[src/rtl/sbr_pkg.sv]
package sbr_pkg;
  typedef enum logic [2:0] {
    ST_IDLE = 3'd0,
    ST_HOT  = 3'd1,
    ST_REG  = 3'd2,
    ST_FLU  = 3'd3,
    ST_LOG  = 3'd4,
    ST_CLR  = 3'd5
  } sbr_state_e;
endpackage

[src/rtl/sbr_lane.sv]
module sbr_lane #(
  parameter int TMO_W = 4
) (
  input  logic             clk,
  input  logic             rst_n,
  input  logic             hr_start,
  input  logic             hr_ack,
  input  logic [TMO_W-1:0] tmo,
  input  logic             fl_start,
  input  logic             fl_done,
  output logic             hot_o,
  output logic             fl_o
);
  logic             hot_q, hot_d, hot_en;
  logic [TMO_W-1:0] cnt_q, cnt_d;
  logic             cnt_en;
  logic             fl_q, fl_d, fl_en;
  logic             hot_end;

  assign hot_end = hot_q && (hr_ack || (cnt_q == tmo));

  always_comb begin
    hot_en = hr_start || hot_end;
    hot_d  = hr_start;
    cnt_en = hr_start || (hot_q && !hot_end);
    cnt_d  = hr_start ? '0 : cnt_q + 1'b1;
    fl_en  = fl_start || (fl_q && fl_done);
    fl_d   = fl_start;
  end

  always_ff @(posedge clk or negedge rst_n) begin
    if (!rst_n) begin
      hot_q <= 1'b0;
      cnt_q <= '0;
      fl_q  <= 1'b0;
    end else begin
      if (hot_en) hot_q <= hot_d;
      if (cnt_en) cnt_q <= cnt_d;
      if (fl_en)  fl_q  <= fl_d;
    end
  end

  assign hot_o = hot_q;
  assign fl_o  = fl_q;


  hot_ack_chk: assert property (@(posedge clk) disable iff (!rst_n)
    (hot_o && hr_ack && !hr_start) |=> !hot_o);


  flush_hold_chk: assert property (@(posedge clk) disable iff (!rst_n)
    (fl_o && !fl_done) |=> fl_o);
endmodule

[src/rtl/sbr_fsm.sv]
module sbr_fsm
  import sbr_pkg::*;
#(
  parameter int NPORTS = 4
) (
  input  logic              clk,
  input  logic              rst_n,
  input  logic              up_req,
  input  logic [NPORTS-1:0] dn_req,
  input  logic [NPORTS-1:0] link_up,
  input  logic [NPORTS-1:0] hot_busy,
  input  logic [NPORTS-1:0] fl_busy,
  output logic [NPORTS-1:0] hr_start,
  output logic [NPORTS-1:0] fl_start,
  output logic [NPORTS-1:0] reg_rst,
  output logic [NPORTS-1:0] logic_rst,
  output logic              ur_up,
  output logic [NPORTS-1:0] ur_dn
);
  sbr_state_e        st_q, st_d;
  logic              kind_q, kind_d;
  logic [NPORTS-1:0] mask_q, mask_d;
  logic              up_prev_q;
  logic [NPORTS-1:0] dn_prev_q;
  logic              up_edge;
  logic [NPORTS-1:0] dn_edge, dn_pick;
  logic              launch, clr_seen, busy;

  assign up_edge  = up_req & ~up_prev_q;
  assign dn_edge  = dn_req & ~dn_prev_q;
  assign dn_pick  = dn_edge & (~dn_edge + 1'b1);
  assign clr_seen = kind_q ? !up_req : ((dn_req & mask_q) == '0);

  always_comb begin
    st_d   = st_q;
    kind_d = kind_q;
    mask_d = mask_q;
    unique case (st_q)
      ST_IDLE: begin
        if (up_edge) begin
          st_d   = ST_HOT;
          kind_d = 1'b1;
          mask_d = '1;
        end else if (|dn_edge) begin
          st_d   = ST_HOT;
          kind_d = 1'b0;
          mask_d = dn_pick;
        end
      end
      ST_HOT: if (hot_busy == '0) st_d = kind_q ? ST_REG : ST_FLU;
      ST_REG: st_d = ST_FLU;
      ST_FLU: if (fl_busy == '0) st_d = kind_q ? ST_LOG : ST_CLR;
      ST_LOG: st_d = ST_CLR;
      ST_CLR: if (clr_seen) st_d = ST_IDLE;
      default: st_d = ST_IDLE;
    endcase
  end

  assign launch   = (st_q == ST_IDLE) && (st_d == ST_HOT);
  assign hr_start = launch ? (mask_d & link_up) : '0;
  assign fl_start = ((st_d == ST_FLU) && (st_q != ST_FLU)) ? mask_q : '0;
  assign reg_rst  = (st_q == ST_REG) ? mask_q : '0;
  assign logic_rst = (st_q == ST_LOG) ? mask_q : '0;
  assign busy     = (st_q != ST_IDLE);
  assign ur_up    = busy && kind_q;
  assign ur_dn    = (busy && !kind_q) ? mask_q : '0;

  always_ff @(posedge clk or negedge rst_n) begin
    if (!rst_n) begin
      st_q      <= ST_IDLE;
      kind_q    <= 1'b0;
      mask_q    <= '0;
      up_prev_q <= 1'b0;
      dn_prev_q <= '0;
    end else begin
      st_q      <= st_d;
      up_prev_q <= up_req;
      dn_prev_q <= dn_req;
      if (launch) begin
        kind_q <= kind_d;
        mask_q <= mask_d;
      end
    end
  end


  dn_onehot_chk: assert property (@(posedge clk) disable iff (!rst_n)
    $onehot0(ur_dn));


  excl_chk: assert property (@(posedge clk) disable iff (!rst_n)
    !(ur_up && (ur_dn != '0)));
endmodule

[src/rtl/sbr_sb_gate.sv]
module sbr_sb_gate #(
  parameter int DW = 8
) (
  input  logic          blk,
  input  logic          tgt,
  input  logic [DW-1:0] rd_raw,
  input  logic          wr_raw,
  output logic [DW-1:0] rd_out,
  output logic          wr_out
);
  logic mask_on;

  always_comb begin
    mask_on = blk && tgt;
    rd_out  = mask_on ? '0 : rd_raw;
    wr_out  = wr_raw && !mask_on;
  end
endmodule

[src/rtl/sbr_seq.sv]
module sbr_seq #(
  parameter int NPORTS = 4,
  parameter int TMO_W  = 4,
  parameter int DW     = 8
) (
  input  logic              clk,
  input  logic              rst_n,
  input  logic              up_req,
  input  logic [NPORTS-1:0] dn_req,
  input  logic [NPORTS-1:0] link_up,
  input  logic [NPORTS-1:0] hr_ack,
  input  logic [TMO_W-1:0]  hr_tmo,
  input  logic [NPORTS-1:0] flush_done,
  input  logic              sb_tgt_rst,
  input  logic [DW-1:0]     sb_rdata_raw,
  input  logic              sb_wr_raw,
  output logic [NPORTS-1:0] hot_rst,
  output logic [NPORTS-1:0] reg_rst,
  output logic [NPORTS-1:0] flush_req,
  output logic [NPORTS-1:0] logic_rst,
  output logic              ur_up,
  output logic [NPORTS-1:0] ur_dn,
  output logic              sb_block,
  output logic [DW-1:0]     sb_rdata,
  output logic              sb_wr
);
  logic [1:0]        sync_q;
  logic              srst_n;
  logic [NPORTS-1:0] hr_start, fl_start;

  always_ff @(posedge clk or negedge rst_n) begin
    if (!rst_n) sync_q <= 2'b00;
    else        sync_q <= {sync_q[0], 1'b1};
  end
  assign srst_n = sync_q[1];

  sbr_fsm #(.NPORTS(NPORTS)) fsm_i (
    .clk       (clk),
    .rst_n     (srst_n),
    .up_req    (up_req),
    .dn_req    (dn_req),
    .link_up   (link_up),
    .hot_busy  (hot_rst),
    .fl_busy   (flush_req),
    .hr_start  (hr_start),
    .fl_start  (fl_start),
    .reg_rst   (reg_rst),
    .logic_rst (logic_rst),
    .ur_up     (ur_up),
    .ur_dn     (ur_dn)
  );

  for (genvar p = 0; p < NPORTS; p++) begin : g_lane
    sbr_lane #(.TMO_W(TMO_W)) lane_i (
      .clk      (clk),
      .rst_n    (srst_n),
      .hr_start (hr_start[p]),
      .hr_ack   (hr_ack[p]),
      .tmo      (hr_tmo),
      .fl_start (fl_start[p]),
      .fl_done  (flush_done[p]),
      .hot_o    (hot_rst[p]),
      .fl_o     (flush_req[p])
    );
  end

  assign sb_block = ur_up;

  sbr_sb_gate #(.DW(DW)) gate_i (
    .blk    (sb_block),
    .tgt    (sb_tgt_rst),
    .rd_raw (sb_rdata_raw),
    .wr_raw (sb_wr_raw),
    .rd_out (sb_rdata),
    .wr_out (sb_wr)
  );


  reg_then_flush_chk: assert property (@(posedge clk) disable iff (!srst_n)
    (reg_rst != '0) |=> (flush_req == $past(reg_rst)));


  hot_ur_chk: assert property (@(posedge clk) disable iff (!srst_n)
    (hot_rst != '0) |-> (ur_up || (ur_dn != '0)));


  sb_zero_chk: assert property (@(posedge clk) disable iff (!srst_n)
    (sb_block && sb_tgt_rst) |-> ((sb_rdata == '0) && !sb_wr));


  dn_no_reg_chk: assert property (@(posedge clk) disable iff (!srst_n)
    (ur_dn != '0) |-> ((reg_rst == '0) && (logic_rst == '0)));
endmodule

[config.mk]
export PLATFORM = sky130hd
export DESIGN_NAME = sbr_seq
export DESIGN_NICKNAME = d
export VERILOG_FILES = /design/src/rtl/sbr_pkg.sv /design/src/rtl/sbr_lane.sv /design/src/rtl/sbr_fsm.sv /design/src/rtl/sbr_sb_gate.sv /design/src/rtl/sbr_seq.sv
export SDC_FILE = /design/constraint.sdc
export NUM_CORES = 1
export LEC_CHECK = 0
export CORE_MARGIN = 4
export CORE_UTILIZATION = 52
export DETAILED_ROUTE_END_ITERATION = 10
export GPL_TIMING_DRIVEN = 0
export PLACE_DENSITY = 0.86
export SLEW_MARGIN = 5
export SYNTH_ARGS = -nofsm -noshare
export SYNTH_HDL_FRONTEND = slang
export SYNTH_SLANG_ARGS = --single-unit
[constraint.sdc]
create_clock -name clk -period 3.1 [get_ports clk]
set_input_delay 0.465 -clock clk [delete_from_list [all_inputs] [get_ports clk]]
set_output_delay 0.465 -clock clk [all_outputs]
set_load 0.05 [all_outputs]
==> results.rst, run 1 <==
.. list-table::
   :header-rows: 1

   * - Metric
     - Value
   * - I/O pin count
     - 64
   * - RePlAce Congestion
     - 0.811
   * - Ratio of cells with drive above 1 in the final layout
     - 0.0806
   * - Top flip-flop cell by instance count after synthesis
     - sky130_fd_sc_hd__dfrtp_1
   * - Netlist area before placement
     - 2280 sq um
   * - Total number of H-tree levels
     - 2
   * - Post-route antenna net violation count
     - 0
   * - Synth cell types
     - ~40
   * - Area of the core
     - about 4100 sq um
   * - Largest net degree at the start of global routing
     - 38
   * - Number of enable-type register cells in the synthesized netlist
     - 0
   * - CP peak stage delay
     - 0.80 ns
   * - Number of antenna violations at the first check in global routing
     - 0
   * - First-pass GRT wire length
     - 9070 um
   * - Overall via count from detail_route
     - around 2000
   * - Mean instance size in the synthesized netlist
     - 9.54 sq um
   * - Routed wire length
     - roughly 5400 um
   * - Nature of the critical path startpoint
     - register
   * - Number of remaining DRC errors
     - 0
   * - Initial core utilization
     - 0.554
   * - Cts hold-fix bufs
     - 0
   * - Vias per cell
     - between 5 and 6
   * - Routed length per instance
     - between 10 and 15 um
   * - Number of sinks on the clock net
     - 39
   * - IO buf count
     - 63
   * - Detailed Route Iter0 Violations
     - approximately 120
   * - Data arrival, critical path
     - approximately 2.4 ns
   * - Final period util
     - 0.912
   * - P_sw
     - about 1.2 mW
   * - Clk Tree Root Cell
     - sky130_fd_sc_hd__clkbuf_8
   * - First drt pass iteration count
     - 4
   * - Category of the critical setup timing path
     - register to output pin
   * - Clock slew at the register clock pins of the worst setup and hold paths
     - roughly 0.08 ns
   * - Antenna fix cells
     - 0
   * - Clock tree from TritonCTS
     - yes
   * - Clock network latency to the later pin of the worst-skew pair
     - just under 0.3 ns
   * - Final-stage net count
     - 346
   * - Most common cell after layout, fill and taps aside
     - sky130_fd_sc_hd__clkdlybuf4s50_1
   * - Height of the die
     - roughly 74 um
   * - Share of the core filled with cells
     - 0.749
   * - Highest net fanout along the worst path
     - 10
   * - Clock period minus final worst setup slack
     - ~2.8 ns
   * - Dpl hpwl
     - about 4000 um
   * - Sequential fraction of design power
     - 0.325
   * - Vias in the first global route
     - roughly 2000
   * - Pins Over Slew Limit
     - 0
   * - Setup Fix Bufs, Post-CTS
     - 0
   * - Warning count from the yosys run
     - 0
   * - Die area
     - roughly 5500 sq um
   * - Proportion of power drawn by the clock network
     - 0.137
   * - Net switching share of the total power
     - 0.468
   * - Post-synthesis sequential area ratio
     - 0.428
   * - Row count
     - 23
   * - Commonest cells after routing, fill and taps aside
     - sky130_fd_sc_hd__clkdlybuf4s50_1, sky130_fd_sc_hd__dfrtp_1, sky130_fd_sc_hd__nand2_1, sky130_fd_sc_hd__and2_1, sky130_fd_sc_hd__nor2_1
   * - Final setup viols
     - 0
   * - Setup TNS Final
     - 0 ns
   * - Remaining max-slew budget at the tightest pin
     - 0.473
   * - Worst Tran Pin Value
     - ~0.79 ns
   * - Number of storage elements in the synthesis netlist
     - 39
   * - Endpoint type of the worst setup path
     - output pin
   * - Cell count after synthesis
     - roughly 240
   * - Data required time of the critical path
     - about 2.6 ns
   * - Total grt overflow
     - 0
   * - Power per standard cell area
     - about 800 nW/um^2
   * - Layout overhead on the synthesized area
     - 35.2%
   * - Chain of cells forming the critical path
     - clkbuf_1 > inv_1 > nand2_1 > nor2_1 > and2_1 > clkdlybuf4s50_1
   * - Number of max-cap violations
     - 0
   * - Final worst clock skew
     - 0.00200 ns
   * - Final hold violations
     - 0
   * - Result of the run
     - finished clean
   * - Synthesized net count
     - between 200 and 300
   * - Post-layout instance area
     - approximately 3100 sq um
   * - Number of filler instances in the final layout
     - between 300 and 400
   * - F_max
     - between 300 and 400 MHz
   * - RSZ-0062 raised after global routing
     - no
   * - Worst VDD drop
     - 0.000799 V
   * - Internal
     - about 1.3 mW
   * - Width of the chip
     - between 70 and 80 um
   * - Static leakage
     - 1.40 nW
   * - Total CTS buffers
     - 5
   * - Hold Crit Class
     - input pin to async pin
   * - GRT Util Overall
     - 0.210
   * - Clk buf depth
     - 2
   * - Asr flop ratio synth
     - 1.00
   * - Standard cell with the maximum stage delay on the critical path
     - sky130_fd_sc_hd__clkdlybuf4s50_1
   * - Portion of total power attributed to combinational logic
     - 0.538
   * - Post-place instance area
     - 2970 sq um
registers in the layout (all words and copies together) (netlist names):
register and count:
fsm_i.mask_q 4, fsm_i.st_q 3, g_lane.lane_i.cnt_q 16, fsm_i.kind_q 1, sync_q 2, fsm_i.dn_prev_q 4
g_lane.lane_i.fl_o 4, g_lane.lane_i.hot_o 4, fsm_i.up_prev_q 1
critical path: cells and delay by family (launching register included):
kind,cells,cell delay (ns)
buffers and inverters,3,1.20
DFF,1,0.40
and+or+nand+nor,3,0.47
final cells by class:
| class | instances | area, sq um | share of cell area |
|---|---|---|---|
| clock inverter | 2 | 12.5 | 0.00406 |
| buffer | 12 | 81.3 | 0.0264 |
| clock buffer | 6 | 72.6 | 0.0235 |
| multi-input combinational | 179 | 1190 | 0.386 |
| sequential | 39 | 977 | 0.317 |
| tap | 50 | 62.6 | 0.0203 |
| timing repair buffer | 63 | 653 | 0.212 |
| inverter | 9 | 33.8 | 0.0110 |
per-stage QoR:
| step | setup slack, ns | total power [mW] | hold WS (ns) | instances |
|---|---|---|---|---|
| finish | 0.274 | 2.47 | 0.325 | 360 |
| CTS | 0.0181 | 2.48 | 0.316 | 360 |
| detailed placement | 0.349 | 2.13 | 0.336 | 352 |
| floorplan | 0.752 | 1.73 | 0.169 | 239 |
| global placement | 0.370 | 2.10 | 0.335 | 352 |
| global route | 0.109 | 2.62 | 0.321 | 360 |
cells in the mapped netlist, drive strengths merged (4+ instances only):
cell | n | area (sq um)
or3 | 7 | 43.8
xor2 | 13 | 114
a31oi | 8 | 50.1
nand3 | 4 | 20.0
a21oi | 14 | 70.1
nand2b | 6 | 37.5
nor4 | 4 | 25.0
a32oi | 4 | 35.0
dfrtp | 39 | 976
and3 | 6 | 37.5
ha | 4 | 50.1
nor2b | 9 | 56.3
nor2 | 15 | 56.3
xnor2 | 7 | 61.3
inv | 9 | 33.8
o21ai | 9 | 45.0
nand2 | 21 | 78.8
buf | 11 | 77.6
and2 | 19 | 119
path summary, 6_finish.rpt:
path | end | from | slack [ns] | cells past startpoint
setup / recovery | reg_rst[2] | fsm_i.st_q[2] | 0.27 | 6
hold / removal | sync_q[0] | rst_n | 0.33 | 1
setup reg to reg | g_lane[2].lane_i.fl_o | g_lane[1].lane_i.hot_o | 1.25 | 4
hold reg to reg | g_lane[3].lane_i.cnt_q[2] | sync_q[1] | 0.36 | 0
max in group asynchronous | fsm_i.dn_prev_q[2] | sync_q[1] | 2.24 | 0
min in group clk | sync_q[1] | sync_q[0] | 0.36 | 0
what timing repair did:
action                                 in CTS  in global routing
setup endpoints to repair                   0                  9
endpoints found under the hold margin       0                  0
gates resized for setup                     0                  9
cells by family after synthesis:
logic type,share of synthesized area
AND/OR/NAND/NOR,0.231
AO/OA/AOI/OAI,0.177
flip-flops,0.428
buffers and inverters,0.0505
XOR/XNOR,0.0768
adder cells (fa/ha/maj),0.0220
multiplexers,0.0132
other,0.00164
metal layers:
metal	share of wire	up-vias	track usage
met1	0.43	956	0.269
met4	0.0095	0	0.0455
li1	-	977	-
met3	0.073	8	0.0635
met2	0.49	76	0.355
met5	0	-	0
power by group through the flow:
stage | combinational, mW | sequential [mW] | clock (mW)
6_report | 1.33 | 0.802 | 0.338
5_1_grt | 1.44 | 0.822 | 0.362
4_1_cts | 1.33 | 0.798 | 0.349
3_5_place_dp | 1.32 | 0.808 | 0
3_3_place_gp | 1.30 | 0.805 | 0
2_1_floorplan | 0.967 | 0.760 | 0
No activity file was read; power rests on OpenSTA's default activity.
==> run 2, diff against run 1 <==
CAP_MARGIN = 20   (was default)
CORE_UTILIZATION = 51   (was 52)
PLACE_DENSITY = 0.85   (was 0.86)
SYNTH_HIERARCHICAL = 1   (was default)
==> run 2 against run 1 <==
Compared with the run above: sequential cell count did not move; fmax fell by 5.0%; worst setup slack got worse by 0.15 ns; sequential share of layout area rose by 0.48 points; combinational power barely moved; clock power rose by 10%; synthesized area fell by 2.3%.
==> results.rst, run 2 <==
.. list-table::
   :header-rows: 1

   * - Metric
     - Value
   * - Result of the run
     - finished clean (unchanged)
   * - Power per standard cell area
     - 827 nW/um^2 (was 800 nW/um^2)
   * - Grt met2 use
     - 0.336 (was 0.355)
   * - Width of the chip
     - 74.1 um (was 74.2 um)
   * - GRT Util Overall
     - 0.199 (was 0.210)
   * - Antenna fix cells
     - 0 (unchanged)
   * - Setup TNS Final
     - 0 ns (unchanged)
   * - Total CTS buffers
     - 5 (unchanged)
   * - Endpoint type of the worst setup path
     - output pin (unchanged)
   * - Synthesized net count
     - 248 (was 276)
   * - First drt pass iteration count
     - 4 (unchanged)
   * - Initial core utilization
     - 0.542 (was 0.554)
   * - Vias per cell
     - 5.42 (was 5.60)
   * - Number of remaining DRC errors
     - 0 (unchanged)
   * - Data arrival, critical path
     - 2.51 ns (was 2.36 ns)
   * - Total grt overflow
     - 0 (unchanged)
   * - Clock network latency to the later pin of the worst-skew pair
     - 0.29 ns (about the same)
   * - Met1 track utilization from global routing
     - 0.255 (was 0.269)
   * - Worst Tran Pin Value
     - 0.789 ns (was 0.791 ns)
   * - Remaining max-slew budget at the tightest pin
     - 0.474 (was 0.473)
   * - Launch point of the worst reg-to-reg path
     - fsm_i/st_q[1] (was g_lane[1].lane_i.hot_o)
   * - Mean instance size in the synthesized netlist
     - 10.6 sq um (was 9.54 sq um)
   * - Netlist area before placement
     - 2230 sq um (was 2280 sq um)
   * - Seq. cell area
     - 977 sq um (unchanged)
   * - Total number of H-tree levels
     - 2 (unchanged)
   * - Final worst clock skew
     - 0.00747 ns (was 0.00200 ns)
   * - Vias in the first global route
     - 1765 (was 2042)
   * - Synth cell types
     - 43 (was 41)
   * - Asr flop ratio synth
     - 1.00 (unchanged)
   * - Number of antenna violations at the first check in global routing
     - 0 (unchanged)
   * - Detailed Route Iter0 Violations
     - 133 (was 122)
   * - Hold Crit Class
     - input pin to async pin (unchanged)
   * - Warning count from the yosys run
     - 6 (was 0)
   * - Routed length per instance
     - 15.8 um (was 14.9 um)
   * - Number of max-cap violations
     - 0 (unchanged)
   * - Max FFs per register
     - 16 (unchanged)
   * - Clock tree from TritonCTS
     - yes (unchanged)
   * - Chain of cells forming the critical path
     - nor3_2 > buf_2 > nor2_2 > a21boi_0 > clkdlybuf4s50_1 (was clkbuf_1 > inv_1 > nand2_1 > nor2_1 > and2_1 > clkdlybuf4s50_1)
   * - Commonest cells in the synthesized netlist
     - sky130_fd_sc_hd__dfrtp_1, sky130_fd_sc_hd__nor2_1, sky130_fd_sc_hd__xnor2_1 (was sky130_fd_sc_hd__dfrtp_1, sky130_fd_sc_hd__nand2_1, sky130_fd_sc_hd__and2_1)
   * - Ranking of synthesized cells by area
     - sky130_fd_sc_hd__dfrtp_1, sky130_fd_sc_hd__xnor2_1, sky130_fd_sc_hd__a41oi_4, sky130_fd_sc_hd__nor2_1, sky130_fd_sc_hd__and2_1 (was sky130_fd_sc_hd__dfrtp_1, sky130_fd_sc_hd__and2_1, sky130_fd_sc_hd__xor2_1, sky130_fd_sc_hd__nand2_1, sky130_fd_sc_hd__a21oi_1)
   * - Share of the core filled with cells
     - 0.738 (was 0.749)
   * - Highest net fanout along the worst path
     - 11 (was 10)
   * - First-pass GRT wire length
     - 8280 um (was 9070 um)
   * - Adder-Cell Fraction of Synth Area
     - 0.0225 (was 0.0220)
   * - Final hold violations
     - 0 (unchanged)
   * - Largest family of logic cells by synthesized area
     - simple AND/OR/NAND/NOR gates (unchanged)
   * - Worst VDD drop
     - 0.000474 V (was 0.000799 V)
   * - FF-to-FF path depth
     - 6 (was 4)
   * - Pins Over Slew Limit
     - 0 (unchanged)
   * - Capture point of the worst reg-to-reg path
     - g_lane[0].lane_i/cnt_q[3] (was g_lane[2].lane_i.fl_o)
   * - Routed wire length
     - 5260 um (was 5350 um)
   * - Dominant cell by count in the synthesized netlist
     - sky130_fd_sc_hd__dfrtp_1 (unchanged)
   * - Clk buf depth
     - 2 (unchanged)
   * - Commonest cells after routing, fill and taps aside
     - sky130_fd_sc_hd__clkdlybuf4s50_1, sky130_fd_sc_hd__dfrtp_1, sky130_fd_sc_hd__nor2_1, sky130_fd_sc_hd__xnor2_1, sky130_fd_sc_hd__and2_1 (was sky130_fd_sc_hd__clkdlybuf4s50_1, sky130_fd_sc_hd__dfrtp_1, sky130_fd_sc_hd__nand2_1, sky130_fd_sc_hd__and2_1, sky130_fd_sc_hd__nor2_1)
   * - Post-Synth XOR/XNOR Area
     - 0.0786 (was 0.0768)
   * - Multiplexer share of the synthesized area
     - 0.0432 (was 0.0132)
   * - Layout overhead on the synthesized area
     - 36.2% (was 35.2%)
   * - Final period util
     - 0.960 (was 0.912)
   * - F_max
     - 336 MHz (was 354 MHz)
   * - Overall via count from detail_route
     - 1799 (was 2017)
   * - Number of enable-type register cells in the synthesized netlist
     - 0 (unchanged)
   * - RePlAce Congestion
     - 0.867 (was 0.811)
   * - Area share of the largest cell type after synthesis
     - 0.438 (was 0.428)
   * - Final setup viols
     - 0 (unchanged)
   * - Largest net degree at the start of global routing
     - 38 (unchanged)
   * - Capture point of the critical path
     - sb_rdata[2] (was reg_rst[2])
   * - Clock period minus final worst setup slack
     - 2.98 ns (was 2.83 ns)
   * - Number of storage elements in the synthesis netlist
     - 39 (unchanged)
   * - Nature of the critical path startpoint
     - register (unchanged)
   * - Standard cell with the maximum stage delay on the critical path
     - sky130_fd_sc_hd__clkdlybuf4s50_1 (unchanged)
   * - Most area-hungry cell type in the Yosys netlist
     - sky130_fd_sc_hd__dfrtp_1 (unchanged)
   * - RSZ-0062 raised after global routing
     - no (unchanged)
   * - Row count
     - 23 (unchanged)
   * - Top flip-flop cell by instance count after synthesis
     - sky130_fd_sc_hd__dfrtp_1 (unchanged)
   * - Number of filler instances in the final layout
     - 313 (was 314)
   * - Global routing met3 resource utilization
     - 0.0365 (was 0.0635)
   * - Worst setup slack for register-to-register paths
     - 1.02 ns (was 1.25 ns)
   * - Simple-gate share of the synthesized area
     - 0.214 (was 0.231)
   * - Clock slew at the register clock pins of the worst setup and hold paths
     - 0.08 ns (about the same)
   * - Most common cell after layout, fill and taps aside
     - sky130_fd_sc_hd__clkdlybuf4s50_1 (unchanged)
   * - Ratio of cells with drive above 1 in the final layout
     - 0.0993 (was 0.0806)
   * - Final-stage net count
     - 318 (was 346)
   * - IO buf count
     - 63 (unchanged)
   * - Busiest metal layer after global routing
     - met2 (unchanged)
   * - CP peak stage delay
     - 0.84 ns (was 0.80 ns)
   * - Setup crit start
     - fsm_i/st_q[1] (was fsm_i.st_q[2])
   * - Largest register by flop count
     - g_lane.lane_i/cnt_q (was g_lane.lane_i.cnt_q)
   * - Dpl hpwl
     - 4030 um (about the same)
   * - Category of the critical setup timing path
     - register to output pin (unchanged)
   * - Cts hold-fix bufs
     - 0 (unchanged)
   * - Clk Tree Root Cell
     - sky130_fd_sc_hd__clkbuf_8 (unchanged)
   * - I/O pin count
     - 64 (unchanged)
   * - Static leakage
     - 1.35 nW (was 1.40 nW)
   * - Post-synthesis sequential area ratio
     - 0.438 (was 0.428)
   * - Number of sinks on the clock net
     - 39 (unchanged)
   * - Post-route antenna net violation count
     - 0 (unchanged)
   * - Height of the die
     - 74.1 um (was 74.2 um)
   * - Data required time of the critical path
     - 2.63 ns (about the same)
   * - Synthesized-area fraction occupied by ao, oa, aoi and oai cells
     - 0.184 (was 0.177)
   * - Die area
     - 5490 sq um (was 5510 sq um)
   * - Area of the core
     - 4120 sq um (unchanged)
   * - Cell count after synthesis
     - 211 (was 239)
   * - Multi-input combinational cell area
     - 1210 sq um (was 1190 sq um)
-- run 2: cell count changes in the layout (fill, tap and decap cells not counted), moves of 7 or more --
cell / before / now
sky130_fd_sc_hd__nand2_1: 21 / 8
sky130_fd_sc_hd__nor2_1: 15 / 22
sky130_fd_sc_hd__xnor2_1: 7 / 20
sky130_fd_sc_hd__xor2_1: 13 / 0
sky130_fd_sc_hd__a21boi_0: 0 / 9
sky130_fd_sc_hd__and2_1: 19 / 12
sky130_fd_sc_hd__buf_4: 9 / 1
sky130_fd_sc_hd__or3_1: 7 / 0
-- run 2: cell type report --
| type | count | share of cell area |
|---|---|---|
| multi-input combinational | 163 | 0.400 |
| buffer | 3 | 0.00577 |
| sequential | 39 | 0.322 |
| tap | 50 | 0.0206 |
| inverter | 6 | 0.00742 |
| clock buffer | 8 | 0.0330 |
| timing repair buffer | 63 | 0.211 |
-- run 2: worst min-delay path by stage --
stage | endpoint | slack, ns
after floorplan | sync_q[0] | 0.17
after global placement | sync_q[1] | 0.34
after global routing | sync_q[0] | 0.32
after detailed placement | sync_q[1] | 0.34
after CTS | sync_q[0] | 0.33
final | sync_q[0] | 0.33
-- run 2: stage by stage --
step | cells | total power [mW] | hold WS, ns | cell area, sq um | worst slack (ns)
after global routing | 332 | 2.66 | 0.318 | 3040 | 0.0269
after floorplan | 211 | 1.72 | 0.169 | 2230 | 0.262
after CTS | 332 | 2.52 | 0.326 | 3020 | 0.0524
final | 332 | 2.51 | 0.334 | 3040 | 0.125
after detailed placement | 324 | 2.13 | 0.342 | 2920 | 0.387
after global placement | 324 | 2.10 | 0.340 | 2920 | 0.426
-- run 2: routing by layer --
layer | vias up | routed length [um] | part of all wire
met4 | 0 | 38 | 0.0072
li1 | 878 | - | -
met2 | 32 | 2830 | 0.54
met5 | - | 0 | 0
met1 | 885 | 2260 | 0.43
met3 | 4 | 126 | 0.024
-- run 2: cell families after synthesis --
kind of cell,after synthesis
AO/OA/AOI/OAI,45
XOR/XNOR,20
adder cells (fa/ha/maj),4
buffers and inverters,9
flip-flops,39
multiplexers,9
other,1
AND/OR/NAND/NOR,84
-- run 2: critical path: cells and delay by family (launching register included) --
kind            cells  cell delay [ns]
buf+inv             2             1.11
flops               1             0.46
compound gates      1             0.20
simple gates        2             0.44
-- run 2: report_power, final --
group | total [mW] | switching (mW) | internal [mW]
sequential | 0.833 | 0.188 | 0.645
combinational | 1.30 | 0.790 | 0.513
clock | 0.373 | 0.170 | 0.203
total | 2.51 | 1.15 | 1.36
-- run 2: what timing repair did --
| item | 4_1_cts | 5_1_grt |
|---|---|---|
| endpoints found under the setup margin | 0 | 10 |
| resized for setup | 0 | 5 |
| buffers inserted | 0 | 0 |
